--- config.mk ---
export PLATFORM = sky130hd
export DESIGN_NAME = hecc_fix_unit
export DESIGN_NICKNAME = d
export VERILOG_FILES = /design/src/rtl/hecc_pkg.sv /design/src/rtl/hecc_syndrome.sv /design/src/rtl/hecc_classify.sv /design/src/rtl/hecc_mask_dec.sv /design/src/rtl/hecc_fix_unit.sv
export SDC_FILE = /design/constraint.sdc
export NUM_CORES = 1
export LEC_CHECK = 0
export BUFFER_PORTS_ARGS = -buffer_cell sky130_fd_sc_hd__buf_2
export CORE_ASPECT_RATIO = 2
export CORE_UTILIZATION = 40
export CTS_CLUSTER_DIAMETER = 30
export DETAILED_ROUTE_END_ITERATION = 8
export PLACE_DENSITY = 0.72
export SYNTH_ARGS = -nofsm -noshare
export SYNTH_HDL_FRONTEND = slang
export SYNTH_SLANG_ARGS = --single-unit
export TNS_END_PERCENT = 30
--- constraint.sdc ---
create_clock -name clk -period 1.8 [get_ports clk]
set_input_delay 0.27 -clock clk [delete_from_list [all_inputs] [get_ports clk]]
set_output_delay 0.27 -clock clk [all_outputs]
set_load 0.02 [all_outputs]
--- src/rtl/hecc_pkg.sv ---
package hecc_pkg;

  typedef enum logic [1:0] {
    ST_CLEAN      = 2'b00,
    ST_DATA_FIXED = 2'b01,
    ST_CODE_FLIP  = 2'b10,
    ST_UNCORR     = 2'b11
  } hecc_status_e;

  localparam int BIT_IDX_W = 3;
  localparam int BYTE_BITS = 1 << BIT_IDX_W;

endpackage

--- src/rtl/hecc_syndrome.sv ---
module hecc_syndrome #(
  parameter int CODE_W = 24
) (
  input  logic [CODE_W-1:0] code_a,
  input  logic [CODE_W-1:0] code_b,
  output logic [CODE_W-1:0] syn
);
  assign syn = code_a ^ code_b;
endmodule

--- src/rtl/hecc_classify.sv ---
module hecc_classify
  import hecc_pkg::*;
#(
  parameter int HALF_W      = 12,
  parameter int CHUNK_BYTES = 512,
  localparam int CODE_W     = 2 * HALF_W,
  localparam int BYTE_W     = HALF_W - BIT_IDX_W
) (
  input  logic [CODE_W-1:0]    syn,
  output hecc_status_e         status,
  output logic [BYTE_W-1:0]    byte_ofs,
  output logic [BIT_IDX_W-1:0] bit_idx
);
  localparam logic [BYTE_W:0] LIMIT = (BYTE_W+1)'(CHUNK_BYTES);

  logic [HALF_W-1:0]    hi_half, lo_half;
  logic                 is_zero, is_compl, is_single, in_range;
  logic [BYTE_W-1:0]    raw_ofs;
  logic [BIT_IDX_W-1:0] raw_bit;

  assign hi_half   = syn[CODE_W-1:HALF_W];
  assign lo_half   = syn[HALF_W-1:0];
  assign raw_ofs   = hi_half[HALF_W-1:BIT_IDX_W];
  assign raw_bit   = hi_half[BIT_IDX_W-1:0];
  assign is_zero   = (syn == '0);
  assign is_compl  = ((hi_half ^ lo_half) == {HALF_W{1'b1}});
  assign is_single = !is_zero && ((syn & (syn - 1'b1)) == '0);
  assign in_range  = ({1'b0, raw_ofs} < LIMIT);

  always_comb begin
    status   = ST_UNCORR;
    byte_ofs = '0;
    bit_idx  = '0;
    if (is_zero) begin
      status = ST_CLEAN;
    end else if (is_compl) begin
      if (in_range) begin
        status   = ST_DATA_FIXED;
        byte_ofs = raw_ofs;
        bit_idx  = raw_bit;
      end
    end else if (is_single) begin
      status = ST_CODE_FLIP;
    end
  end
endmodule

--- src/rtl/hecc_mask_dec.sv ---
module hecc_mask_dec #(
  parameter int IDX_W     = 3,
  localparam int MASK_W   = 1 << IDX_W
) (
  input  logic             en,
  input  logic [IDX_W-1:0] idx,
  output logic [MASK_W-1:0] mask
);
  for (genvar i = 0; i < MASK_W; i++) begin : g_bit
    localparam logic [IDX_W-1:0] K = IDX_W'(i);
    assign mask[i] = en && (idx == K);
  end
endmodule

--- src/rtl/hecc_fix_unit.sv ---
module hecc_fix_unit
  import hecc_pkg::*;
#(
  parameter int HALF_W      = 12,
  parameter int CHUNK_BYTES = 512,
  localparam int CODE_W     = 2 * HALF_W,
  localparam int BYTE_W     = HALF_W - BIT_IDX_W
) (
  input  logic                 clk,
  input  logic                 rst,
  input  logic                 in_valid,
  input  logic [CODE_W-1:0]    code_stored,
  input  logic [CODE_W-1:0]    code_calc,
  output logic                 out_done,
  output logic [1:0]           out_status,
  output logic [BYTE_W-1:0]    out_byte,
  output logic [BYTE_BITS-1:0] out_mask
);
  logic [CODE_W-1:0]    syn;
  hecc_status_e         cls_status;
  logic [BYTE_W-1:0]    cls_byte;
  logic [BIT_IDX_W-1:0] cls_bit;
  logic [BYTE_BITS-1:0] cls_mask;

  hecc_syndrome #(.CODE_W(CODE_W)) u_syn (
    .code_a(code_stored), .code_b(code_calc), .syn(syn)
  );

  hecc_classify #(.HALF_W(HALF_W), .CHUNK_BYTES(CHUNK_BYTES)) u_cls (
    .syn(syn), .status(cls_status), .byte_ofs(cls_byte), .bit_idx(cls_bit)
  );

  hecc_mask_dec #(.IDX_W(BIT_IDX_W)) u_dec (
    .en(cls_status == ST_DATA_FIXED), .idx(cls_bit), .mask(cls_mask)
  );

  always_ff @(posedge clk) begin
    if (rst) begin
      out_done   <= 1'b0;
      out_status <= ST_CLEAN;
      out_byte   <= '0;
      out_mask   <= '0;
    end else begin
      out_done <= in_valid;
      if (in_valid) begin
        out_status <= cls_status;
        out_byte   <= cls_byte;
        out_mask   <= cls_mask;
      end
    end
  end

  // done pulse tracks the strobe by exactly one cycle
  a_r2_done_after_valid: assert property (@(posedge clk) disable iff (rst)
    in_valid |=> out_done);
  a_r2_no_spurious_done: assert property (@(posedge clk) disable iff (rst)
    !in_valid |=> !out_done);

  // equal codes give a clean result
  a_r3_clean_on_equal: assert property (@(posedge clk) disable iff (rst)
    (in_valid && code_stored == code_calc) |=> (out_status == ST_CLEAN));

  // a data correction carries one mask bit and an offset inside the chunk
  a_r4_mask_onehot: assert property (@(posedge clk) disable iff (rst)
    (out_done && out_status == ST_DATA_FIXED) |-> $onehot(out_mask));
  a_r4_offset_in_chunk: assert property (@(posedge clk) disable iff (rst)
    (out_done && out_status == ST_DATA_FIXED) |-> ({1'b0, out_byte} < (BYTE_W+1)'(CHUNK_BYTES)));

  // no mask and no offset for any other class
  a_r6_quiet_otherwise: assert property (@(posedge clk) disable iff (rst)
    (out_done && out_status != ST_DATA_FIXED) |-> (out_mask == '0 && out_byte == '0));

  // result held while no strobe arrives
  a_r8_hold_idle: assert property (@(posedge clk) disable iff (rst)
    !in_valid |=> ($stable(out_status) && $stable(out_byte) && $stable(out_mask)));
endmodule

==> results.md <==
- Worst-Skew Late Latency: 0.25 ns
- Grt met3 use: 3.23%
- MaxCap Viol Count: 0
- WHS Path Cells: 3
- Deepest clock path buffer count: 2
- CTS tree: built
- Share of layout cells above drive strength 1: 52.5%
- Yosys warns: 0
- Synth-to-Final Area Change: 62.8%
- Count of cell types in the netlist: 39
- Syn Nets: 202
- Fin crit share: 101%
- Ant diodes: 0
- Vias per cell: 5.32
- Die X: 43.1 microns
- Die Area: 3630 sq um
- Synthesized instance count: 151
- CTS Sinks: 20
- Data arrival, critical path: 1.93 ns
- PD cells: 569 nW/um^2
- Seq/Total Area, Yosys: 29.6%
- Max Fclk: 552 MHz
- Worst hold-check path type: input port to register
- Starting DRT DRC Count: 30
- #FFs+latches synth: 20
- H-tree levels: 1
- Post-synth EDFFs: 0
- Root Buffer: clkbuf_8
- Max-slew violations: 0
- Core box area: 3190 sq um
- Mean Syn Cell Area: 8.96 sq um
- Post-layout nets: 311
- Max VDD drop: 0.319 mV
- Violated checks: negative setup slack
- Critical path peak fanout: 4
- Non-filler cells, final: 290
- # setup viols final: 1
- Register-to-Register Path Depth: 5
- Post-route ant nets: 0
- First-pass iteration count of the detailed router: 5
- Dpl cells: 285
- CP Capture Type: register
- Grt total ovfl: 0
- Unrepaired setup endpoints after global routing: yes
- Req. time, crit path: 1.92 ns
- WS Path Type: input port to register
- Starting Density: 42.4%
- CP startpoint: code_calc[12]
- Post-synth design cell area: 1350 sq um
- Asr flop ratio synth: 0%
- Setup TNS: -0.0117 ns
- Port Buf Inserts: 70
- Gr usage total: 22.7%
- Cell Rows: 29
- Placer Congestion: 0.931
- M2 GR Usage: 44.9%
- Antenna violations before repair: 0
- Status: complete, but fails checks
- I/O Pins: 71
- Vias: 1544
- Hold_sp: rst
- Total CTS buffers: 3
- LEAKAGE: 1.02 nW
- # fillers: 274
- GR Layer Usage met1: 20.9%
- First-pass GRT wire length: 6490 microns
- Detailed Place HPWL: 3370 microns
- Relative slew slack: 70.7%
- Hold Violations, Final: 0
- Startpoint types: input port
- Worst Setup Slack, final: -0.0117 ns
- Worst-Margin Slew: 0.438 ns
- Util after Layout: 69.0%
- Number of remaining DRC errors: 0
- FF-to-FF setup slack: 0.03 ns
- Reg2Reg Capture Point: out_status[0]$_SDFFE_PP0P_
- Vias in the first global route: 1597
- Final Skew: 0 ns
- Hold EP: out_byte[6]$_SDFFE_PP0P_
- Global routing's busiest layer: met2
- FF-to-FF Start: out_status[0]$_SDFFE_PP0P_
- Primary FF master, synth: dfxtp_1
- Routed WL: 3900 microns
- Clock transition at the registers of the reported paths: 0.07 ns
- Largest net degree at the start of global routing: 18
- Die height: 84.2 microns
- Min Tclk post-route: 1.81 ns
- Routed len/inst: 13.5 microns
cell type report:
class / instances / area [sq um] / area share [%]
clock buffer: 4 / 55.1 / 2.50
multi-input combinational: 130 / 1090 / 49.7
sequential: 20 / 400 / 18.2
tap: 31 / 38.8 / 1.76
timing repair buffer: 105 / 613 / 27.8
worst max-delay path by stage:
stage | cells after the start | slack, ns | endpoint
2_1_floorplan | 7 | 0.002 | out_status[0]$_SDFFE_PP0P_
3_3_place_gp | 8 | -0.28 | out_mask[3]$_SDFFE_PP0P_
3_5_place_dp | 8 | -0.28 | out_status[0]$_SDFFE_PP0P_
4_1_cts | 5 | 0.02 | out_status[0]$_SDFFE_PP0P_
5_1_grt | 8 | -0.06 | out_status[0]$_SDFFE_PP0P_
6_report | 8 | -0.01 | out_status[0]$_SDFFE_PP0P_
sequential cells by signal, summed over array words and instances (netlist names):
signal,count
out_byte,9
out_done,1
out_status,2
out_mask,8
layout by cell type, fill, tap and decap left out, drive strengths merged, types with 2 or more instances in the layout:
master  netlist  layout
buf           0     105
a32o          4       4
a22o          4       4
dfxtp        20      20
nand4         4       4
nor4          4       4
a21oi         6       6
nor3          5       5
or4           2       2
nor2          9       9
nand2        17      17
xor2         20      20
xnor2        21      21
clkbuf        1       4
and3          2       2
nand2b        2       2
o21ai        13      13
a21o          2       2
cells by family (layout without fill, tap and decap cells):
kind of cell	Yosys count	after routing	share of synthesized area, %
adders and majority gates	1	1	0.740
AOI/OAI and AO/OA	38	38	19.1
and+or+nand+nor	50	50	19.9
DFF	20	20	29.6
xor gates and xnor gates	41	41	30.4
buffers and inverters	1	109	0.277
power breakdown:
group | switching, mW | leakage (nW) | internal, mW
sequential | 0.00304 | 0.162 | 0.447
combinational | 0.239 | 0.831 | 0.232
clock | 0.138 | 0.0288 | 0.194
worst max-delay path: stages:
cell     delay, ns
buf_2         0.14
xnor2_4       0.24
and3_1        0.25
buf_4         0.12
a21oi_1       0.04
or4_1         0.49
nor4_2        0.24
a32oi_1       0.14
cell usage after synthesis (2+ instances only):
| master | count | share of area [%] |
|---|---|---|
| xnor2_2 | 3 | 3.6 |
| nor3_1 | 4 | 1.5 |
| a21o_1 | 2 | 1.1 |
| xor2_1 | 16 | 10 |
| a22o_1 | 4 | 2.6 |
| o21ai_0 | 12 | 4.4 |
| nand2b_1 | 2 | 0.92 |
| a21oi_1 | 6 | 2.2 |
| nand2_1 | 17 | 4.7 |
| xor2_2 | 4 | 4.8 |
| nand4_1 | 3 | 1.4 |
| xnor2_1 | 18 | 12 |
| or4_1 | 2 | 1.1 |
| nor2_1 | 9 | 2.5 |
| a32o_1 | 4 | 3.0 |
| dfxtp_1 | 20 | 30 |
| nor4_1 | 3 | 1.4 |
timing repair:
| item | 4_1_cts | 5_1_grt |
|---|---|---|
| gates resized for setup | 3 | 11 |
| setup buffers | 1 | 0 |
| endpoints found under the setup margin | 5 | 10 |
| hold buffers | 0 | 0 |
| pin swaps | 1 | 3 |
layer usage:
metal / wire [microns] / up-vias
li1: - / 754
met3: 137 / 15
met1: 1320 / 720
met2: 2310 / 55
met4: 129 / 0
met5: 0 / -
stage by stage:
stage	cell area, sq um	power, mW	setup WS [ns]	hold slack (ns)
after detailed placement	2050	0.901	-0.281	0.436
after global placement	2050	0.898	-0.277	0.430
after global routing	2200	1.31	-0.0621	0.313
after CTS	2130	1.24	0.0163	0.278
final	2200	1.25	-0.0117	0.283
after floorplan	1410	0.685	0.00208	0.339
Note: power is estimated with default switching activity, not from simulation.
